--- src/rtl/lbu_pkg.sv ---
package lbu_pkg;

    typedef enum logic [1:0] {
        ST_IDLE   = 2'd0,
        ST_READ   = 2'd1,
        ST_EVAL   = 2'd2,
        ST_COMMIT = 2'd3
    } lbu_state_e;

    typedef enum logic [1:0] {
        STEP_DEC  = 2'b00,
        STEP_TEST = 2'b01,
        STEP_INC  = 2'b10,
        STEP_TSTX = 2'b11
    } lbu_step_e;

    typedef struct packed {
        lbu_step_e  step;
        logic       on_nonzero;
        logic       disp_sign;
        logic [2:0] sel;
        logic       narrow;
    } lbu_ctrl_t;

endpackage

--- src/rtl/lbu_decode.sv ---
module lbu_decode
    import lbu_pkg::*;
#(
    parameter int CTRL_W       = 8,
    parameter int NARROW_LIMIT = 4
) (
    input  logic [CTRL_W-1:0] ctrl_byte,
    output lbu_ctrl_t         fields
);
    localparam int STEP_HI = CTRL_W - 1;
    localparam int STEP_LO = CTRL_W - 2;
    localparam int SENSE_B = 5;
    localparam int SIGN_B  = 4;

    always_comb begin
        fields.step       = lbu_step_e'(ctrl_byte[STEP_HI:STEP_LO]);
        fields.on_nonzero = ctrl_byte[SENSE_B];
        fields.disp_sign  = ctrl_byte[SIGN_B];
        fields.sel        = ctrl_byte[2:0];
        fields.narrow     = (32'(ctrl_byte[2:0]) < NARROW_LIMIT);
    end

endmodule

--- src/rtl/lbu_step.sv ---
module lbu_step
    import lbu_pkg::*;
#(
    parameter int DATA_W   = 16,
    parameter int NARROW_W = 8
) (
    input  lbu_step_e         step,
    input  logic              narrow,
    input  logic [DATA_W-1:0] operand,
    output logic [DATA_W-1:0] result,
    output logic              writes,
    output logic              is_zero
);
    localparam int HI_W = DATA_W - NARROW_W;

    logic [DATA_W-1:0] delta;
    logic [DATA_W-1:0] stepped;

    always_comb begin
        unique case (step)
            STEP_DEC: delta = '1;
            STEP_INC: delta = DATA_W'(1);
            default:  delta = '0;
        endcase
        stepped = operand + delta;
        writes  = (step == STEP_DEC) || (step == STEP_INC);
        if (narrow) begin
            result  = {{HI_W{1'b0}}, stepped[NARROW_W-1:0]};
            is_zero = (stepped[NARROW_W-1:0] == '0);
        end else begin
            result  = stepped;
            is_zero = (stepped == '0);
        end
    end

endmodule

--- src/rtl/lbu_target.sv ---
module lbu_target #(
    parameter int PC_W   = 16,
    parameter int DISP_W = 9
) (
    input  logic [PC_W-1:0]   pc_base,
    input  logic              disp_sign,
    input  logic [DISP_W-2:0] disp_low,
    output logic [PC_W-1:0]   target
);
    localparam int EXT_W = PC_W - DISP_W;

    logic [PC_W-1:0] offset;

    generate
        if (EXT_W > 0) begin : g_ext
            assign offset = {{EXT_W{disp_sign}}, disp_sign, disp_low};
        end else begin : g_trunc
            assign offset = PC_W'({disp_sign, disp_low});
        end
    endgenerate

    assign target = pc_base + offset;

endmodule

--- src/rtl/loop_branch_unit.sv ---
module loop_branch_unit
    import lbu_pkg::*;
#(
    parameter int DATA_W       = 16,
    parameter int PC_W         = 16,
    parameter int NARROW_W     = 8,
    parameter int NARROW_LIMIT = 4
) (
    input  logic              clk,
    input  logic              rst_n,
    input  logic              start,
    input  logic [7:0]        ctrl_byte,
    input  logic [7:0]        disp_byte,
    input  logic [PC_W-1:0]   pc_in,
    output logic [2:0]        rf_rd_sel,
    input  logic [DATA_W-1:0] rf_rd_data,
    output logic              rf_wr_en,
    output logic [2:0]        rf_wr_sel,
    output logic [DATA_W-1:0] rf_wr_data,
    output logic              br_taken,
    output logic [PC_W-1:0]   pc_out,
    output logic              done,
    output logic              busy
);
    localparam int DISP_W = 9;

    lbu_state_e        state_q, state_d;
    lbu_ctrl_t         ctrl_dec, ctrl_q;
    logic [7:0]        disp_q;
    logic [PC_W-1:0]   pc_q;
    logic [DATA_W-1:0] operand_q;
    logic [DATA_W-1:0] result_q;
    logic              write_q;
    logic              taken_q;
    logic [PC_W-1:0]   target_q;

    logic [DATA_W-1:0] step_result;
    logic              step_writes;
    logic              step_zero;
    logic [PC_W-1:0]   branch_target;
    logic              branch_cond;

    lbu_decode #(.CTRL_W(8), .NARROW_LIMIT(NARROW_LIMIT)) u_decode (
        .ctrl_byte (ctrl_byte),
        .fields    (ctrl_dec)
    );

    lbu_step #(.DATA_W(DATA_W), .NARROW_W(NARROW_W)) u_step (
        .step    (ctrl_q.step),
        .narrow  (ctrl_q.narrow),
        .operand (operand_q),
        .result  (step_result),
        .writes  (step_writes),
        .is_zero (step_zero)
    );

    lbu_target #(.PC_W(PC_W), .DISP_W(DISP_W)) u_target (
        .pc_base   (pc_q),
        .disp_sign (ctrl_q.disp_sign),
        .disp_low  (disp_q),
        .target    (branch_target)
    );

    assign branch_cond = ctrl_q.on_nonzero ? !step_zero : step_zero;

    // next-state logic
    always_comb begin
        state_d = state_q;
        unique case (state_q)
            ST_IDLE:   if (start) state_d = ST_READ;
            ST_READ:   state_d = ST_EVAL;
            ST_EVAL:   state_d = ST_COMMIT;
            ST_COMMIT: state_d = ST_IDLE;
            default:   state_d = ST_IDLE;
        endcase
    end

    // state register
    always_ff @(posedge clk or negedge rst_n) begin
        if (!rst_n) state_q <= ST_IDLE;
        else        state_q <= state_d;
    end

    // datapath registers
    always_ff @(posedge clk or negedge rst_n) begin
        if (!rst_n) begin
            ctrl_q    <= '0;
            disp_q    <= '0;
            pc_q      <= '0;
            operand_q <= '0;
            result_q  <= '0;
            write_q   <= 1'b0;
            taken_q   <= 1'b0;
            target_q  <= '0;
        end else begin
            unique case (state_q)
                ST_IDLE: begin
                    if (start) begin
                        ctrl_q <= ctrl_dec;
                        disp_q <= disp_byte;
                        pc_q   <= pc_in;
                    end
                end
                ST_READ: begin
                    operand_q <= rf_rd_data;
                end
                ST_EVAL: begin
                    result_q <= step_result;
                    write_q  <= step_writes;
                    taken_q  <= branch_cond;
                    target_q <= branch_cond ? branch_target : pc_q;
                end
                default: begin
                end
            endcase
        end
    end

    // outputs
    always_comb begin
        rf_rd_sel  = ctrl_q.sel;
        rf_wr_sel  = ctrl_q.sel;
        rf_wr_data = result_q;
        pc_out     = target_q;
        busy       = (state_q != ST_IDLE);
        done       = 1'b0;
        rf_wr_en   = 1'b0;
        br_taken   = 1'b0;
        unique case (state_q)
            ST_COMMIT: begin
                done     = 1'b1;
                rf_wr_en = write_q;
                br_taken = taken_q;
            end
            default: begin
            end
        endcase
    end

    // done lasts one cycle
    a_r9_done_single: assert property (@(posedge clk) disable iff (!rst_n)
        done |=> !done);
    // once busy, stays busy until done
    a_r9_busy_hold: assert property (@(posedge clk) disable iff (!rst_n)
        (busy && !done) |=> busy);
    // writeback only in the completion cycle
    a_r4_write_with_done: assert property (@(posedge clk) disable iff (!rst_n)
        rf_wr_en |-> done);
    // branch flag only with done
    a_r7_taken_with_done: assert property (@(posedge clk) disable iff (!rst_n)
        br_taken |-> done);
    // byte registers written with zero upper byte
    a_r5_narrow_upper_zero: assert property (@(posedge clk) disable iff (!rst_n)
        (rf_wr_en && (32'(rf_wr_sel) < NARROW_LIMIT)) |-> (rf_wr_data[DATA_W-1:NARROW_W] == '0));
    // written register is the one read
    a_r10_same_reg: assert property (@(posedge clk) disable iff (!rst_n)
        rf_wr_en |-> (rf_wr_sel == rf_rd_sel));
    // fall-through keeps the incoming PC
    a_r8_fallthrough: assert property (@(posedge clk) disable iff (!rst_n)
        (done && !br_taken) |-> (pc_out == pc_q));

endmodule

--- config.mk ---
export PLATFORM = sky130hd
export DESIGN_NAME = loop_branch_unit
export DESIGN_NICKNAME = d
export VERILOG_FILES = /design/src/rtl/lbu_pkg.sv /design/src/rtl/lbu_decode.sv /design/src/rtl/lbu_step.sv /design/src/rtl/lbu_target.sv /design/src/rtl/loop_branch_unit.sv
export SDC_FILE = /design/constraint.sdc
export NUM_CORES = 1
export LEC_CHECK = 0
export BUFFER_PORTS_ARGS = -buffer_cell sky130_fd_sc_hd__clkbuf_2
export CAP_MARGIN = 20
export CORE_ASPECT_RATIO = 2
export CORE_MARGIN = 4
export CORE_UTILIZATION = 58
export CTS_BUF_LIST = sky130_fd_sc_hd__clkbuf_8
export DETAILED_ROUTE_END_ITERATION = 8
export GPL_TIMING_DRIVEN = 0
export PLACE_DENSITY = 0.89
export SLEW_MARGIN = 20
export SYNTH_ARGS = -nofsm -noshare
export SYNTH_HDL_FRONTEND = slang
export SYNTH_HIERARCHICAL = 1
export SYNTH_SLANG_ARGS = --single-unit
--- constraint.sdc ---
create_clock -name clk -period 5 [get_ports clk]
set_input_delay 0 -clock clk [delete_from_list [all_inputs] [get_ports clk]]
set_output_delay 0 -clock clk [all_outputs]
set_load 0.1 [all_outputs]
== Yosys cells after proc, flatten, opt, wreduce, memory -nomap -nowiden ==
Index checks and enable logic that the tools add are counted.

* Register bits: 84
* Bits in latches: 0
* Bits in writable memories: 0
* Memory bits (read-only): 0
* Bits of input ports: 51
* Word-level logic and storage cells: 39
* Memories kept: 0

* Add/subtract/negate cells: 2
* Multipliers: 0
* Divide/modulo/power cells: 0
* Magnitude comparators: 1
* Eq/ne operators: 5
* Shift-type cells: 0
* Muxes and demuxes: 10
* Bitwise logic cells: 0
* Reductions and logical operators: 8

{| class="wikitable"
|+ Operators by type and width
! kind !! number
|-
| 16-bit adder || 2
|-
| 16-bit 2-to-1 mux || 2
|-
| 16-bit case mux with 2 select lines || 1
|-
| 16-bit logical NOT || 1
|-
| 8-bit logical NOT || 1
|-
| 2-bit case mux with 4 select lines || 1
|-
| 2-bit == test (second input constant) || 3
|-
| 1-bit 2-to-1 mux || 5
|-
| 2-bit logical NOT || 2
|-
| 3-bit < comparator (second input constant) || 1
|-
| 2-bit by 1-bit == test with 1-bit output (second input constant) || 1
|-
| 2-bit 2-to-1 mux || 1
|-
| 2-bit != test (second input constant) || 1
|-
| 2-bit AND reduction || 1
|-
| 2-bit nonzero test || 1
|-
| 1-bit logical NOT || 1
|-
| 1-bit logical OR || 1
|}

== Logic depth before layout (Yosys ltp) ==
Gate-level depths: netlist of the first run.

* Word-level depth: 8
* Gate-level depth with buffers: 16
* Gate-level depth less buffers: 13

== Modules after synthesis ==
The synthesis of the first run kept the hierarchy.

{| class="wikitable"
|+ Modules (own cells, without submodules)
! module !! times used !! cells an instance !! area each (µm²)
|-
| loop_branch_unit || 1 || 234 || 3402.0
|-
| lbu_step || 1 || 137 || 912.1
|-
| lbu_target || 1 || 98 || 724.4
|-
| lbu_decode || 1 || 8 || 56.3
|}

== Worst setup path before layout of the first run ==
OpenSTA, ideal clock, no wires.

* Path kind: flip-flop to flip-flop
* From: register ctrl_q[6] (netlist name)
* To: register target_q[10], in the netlist pc_out[10]
* Arrival time: 4204 ps
* Slack: 659 ps
* Stages on the path, launching flop included: 17
* Cells stage by stage: dfrtp_1 -> or2_0 -> buf_2 -> buf_1 -> xnor2_1 -> ha_1 -> or4_1 -> o211ai_1 -> xor2_1 -> or3_1 -> or4_1 -> or4_1 -> o22ai_1 -> xnor2_4 -> buf_12 -> mux2i_1 -> a21oi_1

* Longest elaborated chain between the ends: 8

{| class="wikitable"
|+ Ends and longest elaborated chain
! item !! RTL line !! source
|-
| start: declaration || loop_branch_unit.sv:28 || <nowiki>lbu_ctrl_t ctrl_dec, ctrl_q;</nowiki>
|-
| start signal: assignment || loop_branch_unit.sv:99 || <nowiki>ctrl_q <= ctrl_dec;</nowiki>
|-
| 2-bit == test / 2-bit logical NOT (equally long branches) || lbu_step.sv:20 || <nowiki>unique case (step)</nowiki>
|-
| 16-bit case mux with 2 select lines (*) || lbu_step.sv:20 ||
|-
| 16-bit adder (*) || lbu_step.sv:25 || <nowiki>stepped = operand + delta;</nowiki>
|-
| 16-bit logical NOT / 8-bit logical NOT (equally long branches) || lbu_step.sv:32, lbu_step.sv:29 ||
|-
| 1-bit 2-to-1 mux (*) || lbu_step.sv:27 || <nowiki>if (narrow) begin</nowiki>
|-
| via step_zero || loop_branch_unit.sv:39 || <nowiki>logic step_zero;</nowiki>
|-
| 1-bit logical NOT || loop_branch_unit.sv:64 || <nowiki>assign branch_cond = ctrl_q.on_nonzero ? !step_zero : step_zero;</nowiki>
|-
| 1-bit 2-to-1 mux (*) || loop_branch_unit.sv:64 ||
|-
| 16-bit 2-to-1 mux (*) || loop_branch_unit.sv:111 || <nowiki>target_q <= branch_cond ? branch_target : pc_q;</nowiki>
|-
| end signal: assignment || loop_branch_unit.sv:111 ||
|-
| end: declaration || loop_branch_unit.sv:35 || <nowiki>logic [PC_W-1:0] target_q;</nowiki>
|}

The timed path passes the listed nets; every way through them passes the cells marked *.
A chain may end at the register's enable or synchronous reset.

== Worst setup path in the final report of the first run ==
* From: register ctrl_q[6] (netlist name)
* To: register target_q[7], in the netlist pc_out[7]

Same word-level chain as after synthesis.

==> flow_summary.yaml, run 1 <==
floorplan:
  io_pins: 93
  rows: 48
  initial_core_util_pct: 59.32
  die_w_microns: 74.28
  die_h_microns: 140.5
  core_area_sq_mm: 0.008588
  design.die.area_sq_mm: 0.01044
placement:
  io_buffers: 85
  post-place-cells: 663
  gp_congestion: 0.9536
  place_hpwl_microns: 10380
  placed_area_sq_mm: 0.005675
timing:
  fmax_ghz: 0.2064
  slew_headroom_pct: 44.58
  slew_viol_final: 0
  hold_viol: 0
  hold_ws_ns: 0.1699
  worst_slew_pin_slew_ns: 0.8282
  final.setup_skew_ns: 0.01466
  fin_crit_ns: 4.846
  setup_viol: 0
  period_share_pct: 96.92
cells_and_area:
  mostFrequentLayoutCells: "dfrtp_1 (84), clkbuf_2 (84), mux2_2 (65), dlygate4sd3_1 (49), a21oi_1 (38)"
  fin_area_sq_mm: 0.006391
  drive_gt1_share_pct: 33.07
  fin_nets: 696
  fill_cells: 593
  area_growth_pct: 25.44
  finalNonFillerCells: 726
  diodes: 0
synthesis:
  ys_warn_count: 6
  synth_seq_area_share_pct: 41.26
  synth_top_area_share_pct: 41.26
  synth_edf_count: 0
  async_flop_share_pct: 100.0
  syn_avg_cell_area_sq_um: 10.68
  postSynthCellCount: 477
  synth-main-ff-cell: "dfrtp_1"
  syn_area_sq_mm: 0.005095
  synthesis.nets: 551
  ys_seq_elements: 84
  ys_types: 63
  synthTopCellsByArea: "dfrtp_1 (41%), mux2_2 (14%), ha_1 (5.4%)"
  synth_top_area_cell: "dfrtp_1"
clocking:
  cts.htree.levels: 3
  cts.clk_slew.worst_paths_ns: 0.10
  cts_setup_buffers: 0
  clock_latency_ns: 0.37
  cts_root_buffer: "clkbuf_8"
  clock_sinks: 84
  cts-buffers-inserted: 9
  cts_tree: "yes"
  clockBufferDepth: 2
global_route:
  grt_max_degree: 49
  overflow: 0
  grt_pass1_wl_microns: 23950
  grtUsageTotal_pct: 30.26
  grt_pass1_vias: 4876
  antenna_found_initial: 0
drt:
  dr_total_vias: 4505
  drt-total-wl_microns: 15080
  viasPerCell: 6.205
  drc_errors: 0
  post_drt_wl_per_cell_microns: 20.76
  postRouteAntennaNets: 0
  dr.first_iter.drc_count: 350
  drt_first_pass_iters: 5
critical_path:
  arrival_ns: 5.06
  timing.rr.start: "ctrl_q[6]"
  worstReg2RegEnd: "pc_out[7]"
  startpoint_type: "flop"
  crit_fanout: 10
  end_kind: "flop"
  critical_path_class: "flop to flop"
  reg2reg_depth: 15
  r2r_slack_ns: 0.15
  cp.required_ns: 5.22
flow_run:
  maxCapViolCount: 0
hold_path:
  hp-class: "primary input to async pin"
status:
  outcome: "finished, final reports clean"
state kept, by name, indices dropped and copies added (netlist names):
register,count
ctrl_q,5
disp_q,8
operand_q,16
pc_out,16
pc_q,16
rf_rd_sel,3
rf_wr_data,16
state_q,2
taken_q,1
write_q,1
cells by family after synthesis:
family                   count (synthesis)  share of synthesized area (%)
AND/OR/NAND/NOR                        105                          10.83
AO/OA/AOI/OAI                           95                          12.23
flip-flops                              84                          41.26
multiplexers                            83                          17.90
buffers and inverters                   52                          5.599
XOR/XNOR                                35                          6.385
adder cells (fa/ha/maj)                 23                          5.796
final cells by class:
class / count / area [sq um] / share of cell area, %
Clock inverter: 6 / 88.84 / 1.390
Timing Repair Buffer: 135 / 945.9 / 14.80
Tap cell: 100 / 125.1 / 1.958
Sequential cell: 84 / 2102 / 32.89
Multi-Input combinational cell: 341 / 2720 / 42.56
Clock buffer: 9 / 123.9 / 1.938
Buffer: 40 / 244.0 / 3.818
Inverter: 11 / 41.29 / 0.6460
stage by stage:
stage | setup slack, ns | utilization [%] | setup TNS [ns]
after floorplan | 0.6592 | - | 0
after global placement | -0.03366 | 65.73 | -0.04493
after detailed placement | 0.001082 | 66.08 | 0
after CTS | 0.1659 | 74.24 | 0
after global routing | -0.02559 | 74.42 | -0.08469
final | 0.1541 | 74.42 | 0
how the worst max path moves through the flow:
| stage | from | to | slack (ns) |
|---|---|---|---|
| floorplan | ctrl_q[6] | pc_out[10] | 0.66 |
| global placement | ctrl_q[6] | pc_out[14] | -0.03 |
| detailed placement | ctrl_q[6] | pc_out[14] | 0.001 |
| CTS | ctrl_q[6] | pc_out[8] | 0.17 |
| global route | ctrl_q[6] | pc_out[9] | -0.03 |
| finish | ctrl_q[6] | pc_out[7] | 0.15 |
critical path: stages, from the launching register on:
cell and delay (ns):
dfrtp_1 0.43, clkbuf_4 0.26, inv_1 0.06, ha_1 0.31
ha_1 0.33, or4_1 0.42, o211ai_1 0.21, xor2_1 0.21
or3_1 0.36, or4_1 0.44, or4_1 0.55, o22ai_2 0.23
xnor2_4 0.25, buf_12 0.21, mux2i_1 0.28, a21oi_1 0.12
layer usage:
metal / part of all wire [%] / up-vias / track usage [%]
li1: - / 2018 / -
met4: 7.0 / 0 / 18.11
met1: 31 / 2162 / 29.15
met3: 5.2 / 90 / 3.951
met5: 0 / - / 0
met2: 57 / 235 / 57.26
synth_stat cells (11+ instances only):
master / instances
dfrtp_1: 84
buf_4: 14
buf_2: 11
mux2i_1: 18
ha_1: 22
inv_1: 11
nand2_1: 14
a21oi_1: 38
xnor2_1: 21
o21ai_0: 14
nor2_1: 35
xor2_1: 13
mux2_2: 65
clkbuf_1: 13
what timing repair did:
action                                  CTS  global route
endpoints found under the hold margin    86             0
hold buffers                             49             0
gates resized for setup                   1             4
endpoints found under the setup margin    5            10
pin swaps                                 0             0
Power of run 1 is left out: the tool's default activity adds up to more than one toggle a clock period on the data nets, which glitch-free logic cannot reach.
==> inputs of run 2 (changes only) <==
- CORE_MARGIN: 4 -> not set
- CORE_UTILIZATION: 58 -> 63
- PLACE_DENSITY: 0.89 -> 0.95
- clock period: 5 -> 5.9 ns (I/O delays scaled with it)
==> flow_summary.yaml, run 2 (same netlist as run 1, synthesis figures left out) <==
global_route:
  grtUsageTotal_pct: 37.30
  grt_max_degree: 52
  antenna_found_initial: 0
  grt_pass1_wl_microns: 23190
  grt_pass1_vias: 4744
  overflow: 0
cells_and_area:
  utilization_pct: 80.97
  drive_gt1_share_pct: 32.64
  diodes: 0
  fill_cells: 454
  area_growth_pct: 25.32
  mostFrequentLayoutCells: "dfrtp_1 (84), clkbuf_2 (84), mux2_2 (65), dlygate4sd3_1 (49), a21oi_1 (38)"
  fin_nets: 697
clocking:
  cts.htree.levels: 3
  cts_root_buffer: "clkbuf_8"
  clock_latency_ns: 0.37
  cts_tree: "yes"
  ctsResizeCount: 0
  cts.clk_slew.worst_paths_ns: 0.09
  clock_sinks: 84
  clockBufferDepth: 2
  cts-buffers-inserted: 9
drt:
  viasPerCell: 6.261
  dr_total_vias: 4533
  drt-total-wl_microns: 15030
  postRouteAntennaNets: 0
  post_drt_wl_per_cell_microns: 20.76
  drc_errors: 0
  drt_first_pass_iters: 5
  dr.first_iter.drc_count: 421
timing:
  period_share_pct: 88.62
  fin_crit_ns: 5.229
  fmax_ghz: 0.1913
  hold_ws_ns: 0.1541
  final.setup_skew_ns: 0.01350
  worst_slew_pin_slew_ns: 0.8792
  setup_viol: 0
  slew_headroom_pct: 41.17
  tns_ns: 0
  hold_viol: 0
  rsz0062_at_grt: "no"
  slew_viol_final: 0
status:
  outcome: "finished, final reports clean"
critical_path:
  crit_fanout: 10
  critical_path_class: "flop to flop"
  arrival_ns: 5.45
  cp.required_ns: 6.12
  startpoint_type: "flop"
  end_kind: "flop"
  reg2reg_depth: 16
floorplan:
  die_w_microns: 65.59
  initial_core_util_pct: 64.61
  rows: 46
  die_h_microns: 129.2
  core_area_sq_mm: 0.007885
  design.die.area_sq_mm: 0.008473
  io_pins: 93
placement:
  gp_congestion: 0.9182
  io_buffers: 85
  place_hpwl_microns: 10230
flow_run:
  maxCapViolCount: 0
hold_path:
  hp-class: "primary input to async pin"
run 2: cell type report:
cell class | count | area, sq um | area share [%]
multi-input combinational | 341 | 2708 | 42.41
sequential | 84 | 2102 | 32.92
timing repair buffer | 135 | 945.9 | 14.81
buffer | 41 | 244.0 | 3.821
clock buffer | 9 | 123.9 | 1.940
tap | 96 | 120.1 | 1.881
clock inverter | 7 | 100.1 | 1.568
inverter | 11 | 41.29 | 0.6467
run 2: final timing paths:
| kind | start | endpoint | slack (ns) |
|---|---|---|---|
| setup reg to reg | ctrl_q[6] | pc_out[8] | 0.67 |
| max in group asynchronous | rst_n | pc_out[7] | 5.12 |
| setup / recovery | ctrl_q[6] | pc_out[8] | 0.67 |
| min in group clk | start | state_q[1] | 0.39 |
| hold / removal | rst_n | operand_q[13] | 0.15 |
| hold reg to reg | operand_q[2] | operand_q[2] | 0.51 |
run 2: timing repair:
action                    in CTS  in global routing
setup buffers                  0                  0
hold buffers                  49                  0
hold endpoints to repair      83                  0
run 2: per-stage QoR:
stage / setup slack [ns] / cell area (sq um) / instances
after global routing: 0.4704 / 6385 / 724
after CTS: 0.7840 / 6385 / 724
after floorplan: 1.559 / 5095 / 477
after detailed placement: 0.8434 / 5670 / 659
after global placement: 0.8439 / 5640 / 658
final: 0.6715 / 6385 / 724
run 2: critical path, stage by stage, from the launching register on:
cell and delay, ns:
dfrtp_1 0.43, or2_0 0.12, buf_2 0.22, buf_1 0.49, xnor2_1 0.14, ha_1 0.32, or4_1 0.43, o211ai_1 0.23
xor2_1 0.18, or3_1 0.38, or4_1 0.45, or4_1 0.53, o22ai_1 0.37, xnor2_4 0.27, buf_12 0.21, mux2i_1 0.21
a21oi_1 0.09
run 2: per-layer routing:
metal / vias to the layer above / routed length, microns / global-route usage, %
li1: 2012 / - / -
met1: 2197 / 5003 / 36.78
met2: 242 / 8343 / 68.04
met3: 82 / 666 / 6.074
met4: 0 / 1019 / 26.60
met5: - / 0 / 0
Power of run 2 is left out for the same reason.
==> inputs of run 3 (changes only) <==
- GPL_TIMING_DRIVEN: 0 -> 1
==> flow_summary.yaml, run 3 (same netlist as run 1, synthesis figures left out) <==
status:
  outcome: "finished, final reports clean"
clocking:
  cts.clk_slew.worst_paths_ns: 0.09
  cts_setup_buffers: 0
  cts_tree: "yes"
  clock_sinks: 84
  cts.htree.levels: 3
  ctsResizeCount: 0
  cts_root_buffer: "clkbuf_8"
  clockBufferDepth: 2
  clock_latency_ns: 0.37
  cts-buffers-inserted: 9
  ctsHoldBuffers: 49
global_route:
  grt_pass1_wl_microns: 23640
  antenna_found_initial: 0
  grt_max_degree: 85
  grt_pass1_vias: 4635
  overflow: 0
  grtUsageTotal_pct: 38.04
timing:
  timing.final.ws_setup_ns: 1.022
  slew_headroom_pct: 34.85
  rsz0062_at_grt: "no"
  worst_slew_pin_slew_ns: 0.9637
  fmax_ghz: 0.2050
  tns_ns: 0
  slew_viol_final: 0
  hold_viol: 0
  final.setup_skew_ns: 0.01304
  period_share_pct: 82.68
  fin_crit_ns: 4.878
  setup_viol: 0
drt:
  post_drt_wl_per_cell_microns: 21.99
  dr_total_vias: 4471
  drt-total-wl_microns: 15170
  viasPerCell: 6.480
  drt_first_pass_iters: 6
  dr.first_iter.drc_count: 325
  drc_errors: 0
  postRouteAntennaNets: 0
cells_and_area:
  final_common_cell: "clkbuf_2"
  area_growth_pct: 20.24
  fill_cells: 502
  fin_area_sq_mm: 0.006126
  utilization_pct: 77.69
  drive_gt1_share_pct: 31.31
  diodes: 0
  mostFrequentLayoutCells: "clkbuf_2 (90), dfrtp_1 (84), mux2_2 (65), dlygate4sd3_1 (49), a21oi_1 (38)"
  fin_nets: 663
critical_path:
  r2r_slack_ns: 1.02
  worstPathCellList: "inv_1 -> ha_1 -> ha_1 -> or4_1 -> o211ai_1 -> xor2_1 -> or3_1 -> or4_1 -> or4_1 -> o22ai_1 -> xnor2_4 -> mux2i_1 -> a21oi_1"
  crit_top_cell: "or4_1"
  end_kind: "flop"
  cp_slowest_stage_delay_ns: 0.67
  cp.required_ns: 6.11
  reg2reg_depth: 13
  worstReg2RegEnd: "pc_out[9]"
  critical_path_class: "flop to flop"
  arrival_ns: 5.09
  timing.rr.start: "ctrl_q[6]"
  cp_num_buf_inv: 1
  startpoint_type: "flop"
  crit_fanout: 17
  cp_slowest_cell: "dfrtp_1"
  path_delay_family: "simple AND/OR/NAND/NOR gates"
floorplan:
  design.die.area_sq_mm: 0.008473
  rows: 46
  initial_core_util_pct: 64.61
  core_area_sq_mm: 0.007885
  io_pins: 93
  die_h_microns: 129.2
  die_w_microns: 65.59
flow_run:
  maxCapViolCount: 0
placement:
  gp_congestion: 0.9112
  placed_area_sq_mm: 0.005446
  io_buffers: 91
  pre_cts_ws_ns: 1.150
  place_hpwl_microns: 9409
hold_path:
  hp-class: "primary input to async pin"
[run 3: cell types whose count changed in the layout (fill, tap and decap cells not counted), moves of 2 or more]
cell,delta
clkbuf_1,-13
clkbuf_2,+6
buf_4,-12
buf_2,-11
bufinv_16,-2
inv_6,+2
[run 3: cell type report]
| cell class | instances | area (sq um) | share of cell area [%] |
|---|---|---|---|
| multi-input combinational | 341 | 2720 | 44.40 |
| sequential | 84 | 2102 | 34.31 |
| timing repair buffer | 142 | 967.2 | 15.79 |
| clock buffer | 9 | 123.9 | 2.022 |
| tap | 96 | 120.1 | 1.961 |
| clock inverter | 7 | 51.30 | 0.8374 |
| inverter | 11 | 41.29 | 0.6740 |
[run 3: worst max-delay path by stage]
stage | startpoint | endpoint | slack [ns] | cells past startpoint
after floorplan | ctrl_q[6] | pc_out[10] | 1.56 | 16
after global placement | ctrl_q[6] | pc_out[11] | 1.28 | 13
after detailed placement | ctrl_q[6] | pc_out[1] | 1.15 | 13
after CTS | ctrl_q[6] | pc_out[1] | 1.13 | 13
after global routing | ctrl_q[6] | pc_out[9] | 0.78 | 13
final | ctrl_q[6] | pc_out[9] | 1.02 | 13
[run 3: through the flow]
stage	hold WS [ns]	std cells
2_1_floorplan	-0.2956	477
3_3_place_gp	0.2197	625
3_5_place_dp	0.2360	625
4_1_cts	0.3865	690
5_1_grt	0.2957	690
6_report	0.2230	690
[run 3: per-layer routing]
| layer | GRT usage, % | routed length [microns] | up-vias |
|---|---|---|---|
| li1 | - | - | 1947 |
| met1 | 37.49 | 4879 | 2164 |
| met2 | 69.07 | 8357 | 270 |
| met3 | 6.866 | 778 | 90 |
| met4 | 26.85 | 1156 | 0 |
| met5 | 0 | 0 | - |
[run 3: worst register-to-register path, delay by kind of cell, from the launching register on]
family          cells  cell delay [ns]
buf+inv             1             0.09
simple gates        4             1.75
xor+xnor            2             0.52
mux                 1             0.38
fa+ha+maj           2             0.66
flops               1             0.67
compound gates      3             0.67
Power of run 3 is left out for the same reason.
